`config.mk`:
```
export PLATFORM = sky130hd
export DESIGN_NAME = modem_status_irq
export DESIGN_NICKNAME = d
export VERILOG_FILES = /design/src/rtl/modem_status_pkg.sv /design/src/rtl/evt_flag.sv /design/src/rtl/chk_latch.sv /design/src/rtl/irq_merge.sv /design/src/rtl/modem_status_irq.sv
export SDC_FILE = /design/constraint.sdc
export NUM_CORES = 1
export LEC_CHECK = 0
export BUFFER_PORTS_ARGS = -buffer_cell sky130_fd_sc_hd__buf_2
export CAP_MARGIN = 25
export CORE_AREA = 2 2 39 41
export CTS_CLUSTER_SIZE = 12
export DETAILED_ROUTE_END_ITERATION = 8
export DIE_AREA = 0 0 41 43
export SETUP_SLACK_MARGIN = 0.2
export SLEW_MARGIN = 5
export SYNTH_ARGS = -nofsm -noshare
export SYNTH_HDL_FRONTEND = slang
export SYNTH_SLANG_ARGS = --single-unit
```
`constraint.sdc`:
```
create_clock -name clk_i -period 1.2 [get_ports clk_i]
set_clock_uncertainty 0.15 [all_clocks]
set_input_delay 0.24 -clock clk_i [delete_from_list [all_inputs] [get_ports clk_i]]
set_output_delay 0.24 -clock clk_i [all_outputs]
set_load 0.05 [all_outputs]
```
`src/rtl/modem_status_pkg.sv`:
```
package modem_status_pkg;
  localparam int unsigned N_MATCH  = 3;                 // bits 0..2, unmaskable
  localparam int unsigned N_MASK   = 3;                 // bits 3..5, maskable
  localparam int unsigned N_EVT    = N_MATCH + N_MASK;
  localparam int unsigned CHK_BIT  = N_EVT;             // bit 6
  localparam int unsigned STAT_W   = N_EVT + 2;         // plus checksum and zero bit
endpackage

```
`src/rtl/evt_flag.sv`:
```
module evt_flag (
  input  logic clk_i,
  input  logic rst_ni,
  input  logic set_i,
  input  logic clr_i,
  output logic q_o
);
  always_ff @(posedge clk_i or negedge rst_ni) begin
    if (!rst_ni) q_o <= 1'b0;
    else         q_o <= set_i | (q_o & ~clr_i);  // set beats clear
  end


  set_wins_chk: assert property (@(posedge clk_i) disable iff (!rst_ni)
    set_i |=> q_o);

  sticky_chk: assert property (@(posedge clk_i) disable iff (!rst_ni)
    (q_o && !clr_i) |=> q_o);
endmodule

```
`src/rtl/chk_latch.sv`:
```
module chk_latch (
  input  logic clk_i,
  input  logic rst_ni,
  input  logic upd_i,
  input  logic val_i,
  input  logic clr_i,
  output logic q_o
);
  always_ff @(posedge clk_i or negedge rst_ni) begin
    if (!rst_ni)    q_o <= 1'b0;
    else if (upd_i) q_o <= val_i;
    else if (clr_i) q_o <= 1'b0;
  end


  upd_load_chk: assert property (@(posedge clk_i) disable iff (!rst_ni)
    upd_i |=> (q_o == $past(val_i)));

  hold_chk: assert property (@(posedge clk_i) disable iff (!rst_ni)
    (!upd_i && !clr_i) |=> $stable(q_o));
endmodule

```
`src/rtl/irq_merge.sv`:
```
module irq_merge #(
  parameter int unsigned N_MATCH = 3,
  parameter int unsigned N_MASK  = 3
) (
  input  logic [N_MATCH-1:0] match_i,
  input  logic [N_MASK-1:0]  mask_flag_i,
  input  logic [N_MASK-1:0]  en_i,
  output logic               irq_o
);
  always_comb irq_o = (|match_i) | (|(mask_flag_i & en_i));
endmodule

```
`src/rtl/modem_status_irq.sv`:
```
module modem_status_irq
  import modem_status_pkg::*;
(
  input  logic              clk_i,
  input  logic              rst_ni,
  input  logic [N_EVT-1:0]  evt_i,
  input  logic              chk_upd_i,
  input  logic              chk_ok_i,
  input  logic [N_MASK-1:0] irq_en_i,
  input  logic              rd_i,
  output logic [STAT_W-1:0] status_o,
  output logic              irq_o
);
  logic [N_EVT-1:0] flag_q;
  logic             chk_q;

  for (genvar k = 0; k < N_EVT; k++) begin : g_flag
    evt_flag u_flag (
      .clk_i  (clk_i),
      .rst_ni (rst_ni),
      .set_i  (evt_i[k]),
      .clr_i  (rd_i),
      .q_o    (flag_q[k])
    );
  end

  chk_latch u_chk (
    .clk_i  (clk_i),
    .rst_ni (rst_ni),
    .upd_i  (chk_upd_i),
    .val_i  (chk_ok_i),
    .clr_i  (rd_i),
    .q_o    (chk_q)
  );

  irq_merge #(.N_MATCH(N_MATCH), .N_MASK(N_MASK)) u_irq (
    .match_i     (flag_q[N_MATCH-1:0]),
    .mask_flag_i (flag_q[N_EVT-1:N_MATCH]),
    .en_i        (irq_en_i),
    .irq_o       (irq_o)
  );

  assign status_o = {1'b0, chk_q, flag_q};


  rd_clear_chk: assert property (@(posedge clk_i) disable iff (!rst_ni)
    (rd_i && evt_i == '0 && !chk_upd_i) |=> (status_o == '0 && !irq_o));

  match_irq_chk: assert property (@(posedge clk_i) disable iff (!rst_ni)
    (|evt_i[N_MATCH-1:0]) |=> irq_o);

  always_comb if (!rst_ni) reset_chk: assert (status_o == '0 && !irq_o);
endmodule

```
==> results.md, run 1 <==
- Die W: 41 µm
- 1st-pass router iterations: 4
- Dominant cells by area after synthesis: dfrtp_1 55%, buf_4 19%, a21o_1 12%
- Yosys warning count: 0
- CP endpoint kind: output port
- Setup-failing EPs final: 6
- WL final: about 650 µm
- First DRT Iteration DRCs: 5
- Antenna-violating nets left: 0
- Clock-pin slew on the worst setup and hold paths: about 0.050 ns
- Pre-CTS setup slack: -0.246 ns
- Num CTS Buffers: 3
- Sequential area share after synthesis: between 50% and 60%
- Total core area: about 1400 µm²
- First-pass GRT wire length: slightly above 1000 µm
- GRT Total Usage: 9.31%
- # diodes: 0
- Fin Setup TNS: -1.08 ns
- HP Class: input port to flip-flop
- CTS tree: yes
- Initial Utilization: 23.1%
- DRC: 0
- Worst path max stage delay: 0.39 ns
- Pwr per Cell Area: about 1200 nW/µm²
- Final Critical Period: roughly 1.6 ns
- Static leakage: approximately 0.29 nW
- Row cnt: 14
- Crit path buf inv count: 1
- Outcome: complete, but fails checks
- Slowest CP cell: a222oi_1
- Cell count after synthesis: 28
- Mapped Avg Cell Area: between 10 and 15 µm²
- Antenna violations before repair: 0
- #FFs+latches synth: 7
- RSZ-0062 raised after global routing: true
- Hold slack final: approximately 0.020 ns
- Fill count: between 100 and 150
- Max Cap Violations: 0
- Crit-path max FO: 2
- Fin. Hold Viols: 0
- Clock buffer depth: 2
- FMAX: slightly above 600 MHz
- Area grow syn2layout: 71.5%
- Most frequent cells in the layout: 13 x buf_2, 8 x buf_6, 7 x dfrtp_1
- Fraction of layout cells with a size suffix above 1: 62.3%
- Die Area: roughly 1800 µm²
- Required time of the worst setup path: just over 0.8 ns
- H-Tree Depth: 1
- Critical Path Source Type: flip-flop
- Layout Nets: slightly below 70
- Commonest non-fill, non-tap cell in the layout: buf_2
- DR vias: 280
- DP HPWL: between 500 and 600 µm
- Insertion delay of the later-clocked pin in the worst-skew pair: approximately 0.24 ns
- Synthesized net count: 42
- I/O pin cnt: 23
- Largest net degree at the start of global routing: 8
- Final Max Slew Viols: 0
- Post-Syn Area: 320 µm²
- Worst-path cell chain: a222oi_1 > nand2_2 > buf_6
- Number of global-route vias before repair: approximately 280
- VDD IR max: slightly above 0.4 mV
- Post-DR wirelength/cell: between 9 and 10 µm
- Yosys top cell area share: 54.7%
- # clock sinks: 7
- Unique masters post-synth: 11
- CP Class: flip-flop to output port
- Post-route setup slack: -0.448 ns
- Post-synth top area cell: dfrtp_1
- Multi-input logic area: approximately 84 µm²
- GP Congestion: ~0.64
- Die height: between 40 and 50 µm
- Avg Vias per Cell: 4.06
- Total global routing overflow: 0
- Family with the most delay on the worst path: compound AO/OA/AOI/OAI gates
- Register Area: 175 µm²
- IO Port Bufs: 21
- Worst EP arrival: between 1 and 1.5 ns
- PnR Total Power: between 600 and 700 µW
- Failing checks: negative setup slack
- Root Buffer Master: clkbuf_4
- Part of the cycle the worst path needs: 137%
-- Yosys cell counts, drive strengths merged --
master	instances
a21o	6
a222oi	1
a22o	1
buf	8
conb	1
dfrtp	7
inv	1
nand2	1
nor2	1
nor3	1
-- timing repair --
item,CTS,global route
resized for setup,22,0
hold endpoints to repair,7,0
buffers inserted,2,1
setup endpoints to repair,8,9
pin swaps,1,1
hold buffers,1,0
gates cloned,0,0
-- where the power goes --
part           leakage (nW)  internal, mW  switching [mW]
Sequential           0.0772         0.253          0.0105
Clock                0.0150         0.127          0.0825
Combinational         0.195        0.0906           0.104
-- kinds of logic (layout without fill, tap and decap cells) --
group / after synthesis / count (layout) / share of synthesized area, %
buffers and inverters: 9 / 34 / 19.9
and+or+nand+nor: 3 / 3 / 3.90
DFF: 7 / 7 / 54.7
other: 1 / 1 / 1.17
AOI/OAI and AO/OA: 8 / 8 / 20.3
-- metal layers --
metal / wire (µm) / vias up / GRT usage (%)
li1: - / 138 / -
met1: 251 / 128 / 9.90
met2: 334 / 14 / 13.8
met3: 59 / 0 / 3.14
met4: 0 / 0 / 8.00
met5: 0 / - / 0
-- worst register-to-register path, delay by kind of cell, from the launching register on --
| family | cells | cell delay (ns) |
|---|---|---|
| DFF | 1 | 0.37 |
| buffers and inverters | 2 | 0.24 |
| AOI/OAI and AO/OA | 1 | 0.19 |
-- layout make-up --
class	instances	share of cell area (%)
multi-input cells	12	15.3
repair buffers	29	43.7
clock buffers	4	4.78
well taps	16	3.64
inverters	1	0.683
flip-flops and latches	7	31.9
-- metrics by stage --
stage          cells  utilization, %  cell area, µm²
5_1_grt           69            39.7             549
3_3_place_gp      61            30.2             418
6_report          69            39.7             549
4_1_cts           68            39.2             542
2_1_floorplan     28               -             323
3_5_place_dp      61            30.2             418
-- sequential cells by signal, indices dropped and copies added (netlist names) --
| name | cells |
|---|---|
| g_flag.u_flag.q_o | 6 |
| u_chk.q_o | 1 |
-- final timing paths --
path	from	endpoint	slack (ns)	cells after the start
worst max register to register	g_flag[3].u_flag.q_o$_DFF_PN0_	g_flag[3].u_flag.q_o$_DFF_PN0_	0.13	3
max in group asynchronous	rst_ni	g_flag[4].u_flag.q_o$_DFF_PN0_	0.54	2
worst min register to register	u_chk.q_o$_DFFE_PN0P_	u_chk.q_o$_DFFE_PN0P_	0.37	1
worst max-delay path	g_flag[3].u_flag.q_o$_DFF_PN0_	irq_o	-0.45	3
worst min-delay path	evt_i[2]	g_flag[2].u_flag.q_o$_DFF_PN0_	0.02	2
min in group asynchronous	rst_ni	g_flag[5].u_flag.q_o$_DFF_PN0_	0.21	2
(Power assumes the default switching activity.)
==> run 2, diff against run 1 <==
- BUFFER_PORTS_ARGS: -buffer_cell sky130_fd_sc_hd__buf_2 -> default
- DONT_BUFFER_PORTS: default -> 1
==> results.md, run 2 (same netlist as run 1, synthesis figures left out) <==
- Pwr per Cell Area: 1290 nW/µm² (+6.4%)
- Avg Vias per Cell: 4.18 (+2.9%)
- VDD IR max: 0.517 mV (+26%)
- Fraction of power consumed by sequential logic: 41.6% (+2.1 points)
- CP Launch Point: g_flag[3].u_flag.q_o$_DFF_PN0_
- Max reg flops: 6 (unchanged)
- Post-DR wirelength/cell: 11.3 µm (+21%)
- IO Port Bufs: 0 (-100%)
- Fin cells: 57 (-17%)
- Fill count: 150 (+3.4%)
- PnR Total Power: 635 µW (-4.7%)
- Hold slack final: -0.00401 ns (-0.0241 ns)
- Insertion delay of the later-clocked pin in the worst-skew pair: 0.24 ns (about the same)
- Top Registers: g_flag.u_flag.q_o x6, u_chk.q_o x1
- Clock-pin slew on the worst setup and hold paths: 0.05 ns (about the same)
- Failing checks: negative hold slack, negative setup slack
- First-pass GRT wire length: 1120 µm (+8.7%)
- Part of the cycle the worst path needs: 138% (+0.86 points)
- Layout Nets: 56 (-18%)
- Antenna-violating nets left: 0 (unchanged)
- Clock power share: 31.9% (+0.5 points)
- Total core area: 1380 µm² (unchanged)
- Met2 WL post-DR: 299 µm (-10%)
- Pre-CTS setup slack: -0.250 ns (-0.00375 ns)
- Post-CTS Hold Buffers: 8 (+7)
- Final Critical Period: 1.66 ns (+0.0103 ns)
- Area grow syn2layout: 53.5%
- Hold Startpoint: chk_upd_i
- Crit path buf inv count: 0 (-1)
- Critical Path Source Type: flip-flop
- Row cnt: 14 (unchanged)
- Root Buffer Master: clkbuf_4
- Sw frac: 28.9% (-0.58 points)
- # diodes: 0 (unchanged)
- CTS tree: yes
- Die W: 41 µm (unchanged)
- Commonest non-fill, non-tap cell in the layout: dlygate4sd3_1
- Antenna violations before repair: 0 (unchanged)
- RR Startpoint: g_flag[4].u_flag.q_o$_DFF_PN0_
- GP Congestion: 0.564 (-12%)
- Num CTS Buffers: 3 (unchanged)
- Most flops, register: g_flag.u_flag.q_o
- Most frequent cells in the layout: 8 x dlygate4sd3_1, 7 x dfrtp_1, 5 x a21o_1
- CP Class: flip-flop to output port
- Final Max Slew Viols: 0 (unchanged)
- Fin. Hold Viols: 1 (+1)
- Setup-failing EPs final: 3 (-3)
- Post-route setup slack: -0.458 ns (-0.0103 ns)
- Die Area: 1760 µm² (unchanged)
- Top routing layer in use: met3
- Met3 wire length: 85 µm (+44%)
- Worst-path cell chain: a222oi_1 > nand2_2
- Worst EP arrival: 1.27 ns (about the same)
- Initial Utilization: 23.1% (unchanged)
- Largest net degree at the start of global routing: 8 (unchanged)
- CP endpoint kind: output port
- H-Tree Depth: 1 (unchanged)
- Number of global-route vias before repair: 267 (-4.0%)
- Placed instance count: 43 (-30%)
- Max Cap Violations: 0 (unchanged)
- Fraction of layout cells with a size suffix above 1: 34.1% (-28 points)
- Clock buffer depth: 2 (unchanged)
- Total global routing overflow: 0 (unchanged)
- WL final: 645 µm (unchanged)
- HP Class: input port to flip-flop
- DRC: 0 (unchanged)
- FMAX: 603 MHz (-0.62%)
- Worst path max stage delay: 0.38 ns (about the same)
- Required time of the worst setup path: 0.81 ns (about the same)
- First DRT Iteration DRCs: 1 (-4)
- # clock sinks: 7 (unchanged)
- Net Sw Power: 184 µW (-6.6%)
- 1st-pass router iterations: 5 (+1)
- Die height: 43 µm (unchanged)
- I/O pin cnt: 23 (unchanged)
- Slowest CP cell: dfrtp_1
- Family with the most delay on the worst path: flip-flops
- Internal power: 451 µW (-4.0%)
- RSZ-0062 raised after global routing: true
- Combinational Power Share: 26.5% (-2.7 points)
- Crit-path max FO: 2 (unchanged)
- GRT Total Usage: 9.63% (+0.32 points)
- Static leakage: 0.230 nW (-20%)
- DR vias: 238 (-15%)
- M1 WL: 260 µm (+3.6%)
- Outcome: complete, but fails checks
==> run 2: cell types whose count changed in the layout (fill, tap and decap cells not counted) <==
cell,delta
buf_2,-13
dlygate4sd3_1,+7
buf_6,-4
buf_8,-2
buf_12,+1
buf_4,-1
==> run 2: power groups by stage <==
stage               logic, mW  registers, mW  clock network (mW)
finish                  0.168          0.264               0.203
global route            0.179          0.266               0.235
CTS                     0.167          0.264               0.217
detailed placement      0.128          0.267                   0
global placement        0.127          0.266                   0
floorplan               0.115          0.266                   0
==> run 2: final cells by class <==
class | instances | area (µm²) | area share [%]
sequential | 7 | 175 | 35.6
tap | 16 | 20.0 | 4.07
timing repair buffer | 17 | 183 | 37.2
multi-input combinational | 12 | 83.8 | 17.0
clock buffer | 4 | 26.3 | 5.34
inverter | 1 | 3.75 | 0.763
==> run 2: through the flow <==
stage	setup TNS, ns	utilization, %	area, µm²
2_1_floorplan	-0.145	-	323
3_3_place_gp	-0.225	25.1	348
3_5_place_dp	-0.250	25.1	348
4_1_cts	-0.662	35.0	484
5_1_grt	-0.864	35.5	492
6_report	-0.549	35.5	492
==> run 2: path summary, 6_finish.rpt <==
kind | end | slack [ns] | depth (start not counted)
max | irq_o | -0.46 | 2
min | u_chk.q_o$_DFFE_PN0P_ | -0.004 | 1
max reg2reg | g_flag[4].u_flag.q_o$_DFF_PN0_ | 0.11 | 3
min reg2reg | u_chk.q_o$_DFFE_PN0P_ | 0.50 | 2
max in group asynchronous | g_flag[0].u_flag.q_o$_DFF_PN0_ | 0.47 | 1
min in group asynchronous | g_flag[5].u_flag.q_o$_DFF_PN0_ | 0.18 | 1
==> run 2: timing repair <==
action / CTS / global route
endpoints found under the setup margin: 13 / 13
resized for setup: 6 / 0
hold endpoints to repair: 14 / 1
buffers inserted: 1 / 1
pin swaps: 0 / 1
gates cloned: 0 / 0
==> run 2: routing by layer <==
metal  global-route usage, %  up-vias
li1                        -      116
met1                    10.6      107
met2                    13.8       15
met3                    6.81        0
met4                    4.00        0
met5                       0        -
==> run 3, diff against run 2 <==
- ABC_AREA: default -> 1
==> results.md, run 3 <==
- Hold EP: u_chk.q_o$_DFFE_PN0P_
- Fin Setup TNS: -0.325 ns (+0.224 ns)
- Critical Path Source Type: flip-flop
- Worst EP arrival: 1.03 ns (-0.24 ns)
- Required time of the worst setup path: 0.81 ns (about the same)
- RSZ-0062 raised after global routing: true
- Post-route setup slack: -0.222 ns (+0.236 ns)
- WL final: 653 µm (+1.2%)
- Hold Startpoint: rd_i
- Fraction of layout cells with a size suffix above 1: 38.3% (+4.2 points)
- Post-Syn Area: 338 µm² (+5.5%)
- Root Buffer Master: clkbuf_4
- DR vias: 255 (+7.1%)
- Number of global-route vias before repair: 276 (+3.4%)
- 1st-pass router iterations: 1 (-4)
- Yosys warning count: 0 (unchanged)
- Outcome: complete, but fails checks
- Antenna violations before repair: 0 (unchanged)
- Yosys top cell area share: 51.9% (-2.8 points)
- Post-synth EDFFs: 0 (unchanged)
- PnR Total Power: 658 µW (+3.7%)
- Largest family of logic cells by synthesized area: buffers and inverters
- Avg Vias per Cell: 4.05 (-3.1%)
- FFs w/ async S/R, synth: 100% (unchanged)
- Final Max Slew Viols: 0 (unchanged)
- Total core area: 1380 µm² (unchanged)
- Die height: 43 µm (unchanged)
- FMAX: 703 MHz (+17%)
- Post-DR wirelength/cell: 10.4 µm (-8.4%)
- Dominant cells by area after synthesis: dfrtp_1 52%, buf_4 18%, a21o_1 13%
- Most frequent cells in the layout: 9 x dlygate4sd3_1, 7 x dfrtp_1, 6 x a21o_1
- DRC: 0 (unchanged)
- I/O pin cnt: 23 (unchanged)
- Hold path cells: 3 (+2)
- Top cells by count, synth: 8 x buf_4, 7 x dfrtp_1, 6 x a21o_1, 6 x nand2_1
- Unique masters post-synth: 11 (unchanged)
- First DRT Iteration DRCs: 0 (-1)
- Sequential area share after synthesis: 51.9% (-2.8 points)
- Fin. Hold Viols: 0 (-1)
- Post-synth top area cell: dfrtp_1
- Initial Utilization: 24.4% (+1.3 points)
- Synth Area in Compound Gates: 15.9% (-4.4 points)
- # diodes: 0 (unchanged)
- Mapped Avg Cell Area: 9.94 µm² (-13%)
- Insertion delay of the later-clocked pin in the worst-skew pair: 0.24 ns (about the same)
- Largest net degree at the start of global routing: 8 (unchanged)
- Final Critical Period: 1.42 ns (-0.236 ns)
- CTS tree: yes
- XOR/XNOR share of the synthesized area: 0% (unchanged)
- GP Congestion: 0.603 (+6.9%)
- Main flop type after synthesis: dfrtp_1
- GRT Total Usage: 10.2% (+0.59 points)
- FF-to-FF setup slack: 0.10 ns (about the same)
- Post-synthesis mux area share: 0% (unchanged)
- R2r endpoint: g_flag[2].u_flag.q_o$_DFF_PN0_
- RR Startpoint: g_flag[2].u_flag.q_o$_DFF_PN0_
- Layout Nets: 62 (+11%)
- Synthesized net count: 48 (+14%)
- Max reg flops: 6 (unchanged)
- Part of the cycle the worst path needs: 118% (-20 points)
- Setup-failing EPs final: 2 (-1)
- Clock-pin slew on the worst setup and hold paths: 0.05 ns (about the same)
- Die W: 41 µm (unchanged)
- Synth Area in Adders: 0% (unchanged)
- Clock buffer depth: 2 (unchanged)
- Pre-CTS setup slack: 0.0159 ns (+0.266 ns)
- Row cnt: 14 (unchanged)
- Num CTS Buffers: 3 (unchanged)
- #FFs+latches synth: 7 (unchanged)
- First-pass GRT wire length: 1130 µm (+1.3%)
- Failing checks: negative setup slack
- H-Tree Depth: 1 (unchanged)
- Static leakage: 0.263 nW (+14%)
- Most frequent cell after synthesis: buf_4
- Commonest non-fill, non-tap cell in the layout: dlygate4sd3_1
- HP Class: input port to flip-flop
- VDD IR max: 0.580 mV (+12%)
- Total global routing overflow: 0 (unchanged)
- Max Cap Violations: 0 (unchanged)
- Antenna-violating nets left: 0 (unchanged)
- Die Area: 1760 µm² (unchanged)
- R2R cell count: 3 (unchanged)
- IO Port Bufs: 0 (unchanged)
- Area grow syn2layout: 58.5%
- Most flops, register: g_flag.u_flag.q_o
- Pwr per Cell Area: 1230 nW/µm² (-4.8%)
- CP Class: flip-flop to output port
- CP endpoint kind: output port
- Cell count after synthesis: 34 (+21%)
- # clock sinks: 7 (unchanged)
- Crit-path max FO: 2 (unchanged)
- Top Registers: g_flag.u_flag.q_o x6, u_chk.q_o x1
- Synth Area in Simple Gates: 11.1% (+7.2 points)
-- run 3: changes by cell type after synthesis, sizes merged --
cell | previous run | this run
o21ai | 0 | 1
a222oi | 1 | 0
a22o | 1 | 0
nand2 | 1 | 7
inv | 1 | 2
-- run 3: worst max-delay path by stage --
stage                              startpoint    end  slack (ns)  cells past startpoint
2_1_floorplan  g_flag[4].u_flag.q_o$_DFF_PN0_  irq_o        0.05                      4
3_3_place_gp   g_flag[4].u_flag.q_o$_DFF_PN0_  irq_o        0.01                      4
3_5_place_dp   g_flag[4].u_flag.q_o$_DFF_PN0_  irq_o        0.02                      4
4_1_cts        g_flag[2].u_flag.q_o$_DFF_PN0_  irq_o       -0.25                      2
5_1_grt        g_flag[2].u_flag.q_o$_DFF_PN0_  irq_o       -0.28                      2
6_report       g_flag[2].u_flag.q_o$_DFF_PN0_  irq_o       -0.22                      2
-- run 3: per-layer routing --
layer / up-vias / global-route usage (%) / wire, µm
li1: 124 / - / -
met4: 0 / 8.00 / 0
met2: 16 / 14.4 / 324
met1: 115 / 11.6 / 259
met5: - / 0 / 0
met3: 0 / 4.19 / 69
-- run 3: stage by stage --
| step | instances | hold slack (ns) | instance area, µm² | utilization (%) |
|---|---|---|---|---|
| after floorplan | 34 | -0.206 | 345 | - |
| after detailed placement | 49 | -0.205 | 370 | 26.8 |
| after global placement | 49 | -0.205 | 370 | 26.8 |
| after CTS | 62 | 0.0281 | 513 | 37.1 |
| after global routing | 63 | 0.0398 | 536 | 38.7 |
| final | 63 | 0.0420 | 536 | 38.7 |
-- run 3: timing repair --
item / CTS / global route
pin swaps: 2 / 6
hold buffers: 9 / 0
endpoints found under the hold margin: 14 / 0
setup buffers: 0 / 1
gates resized for setup: 7 / 4
endpoints found under the setup margin: 14 / 13
-- run 3: report_power, final --
group          total [mW]  internal, mW  switching, mW
Sequential          0.265         0.253         0.0120
Clock               0.209         0.127         0.0825
Combinational       0.185        0.0772          0.107
-- run 3: logic make-up after synthesis --
kind of cell,after synthesis
simple gates,9
buf+inv,10
compound gates,7
other cells,1
flops,7
-- run 3: cell type report --
class	count	area, µm²
well taps	16	20.0
fillers	141	848
clock buffers	4	26.3
flip-flops and latches	7	175
repair buffers	17	189
inverters	2	7.51
multi-input cells	17	118
-- run 3: critical path: stages (launching register included) --
cell and delay [ns]:
dfrtp_1 0.38, nor3_2 0.25, nand2_4 0.16
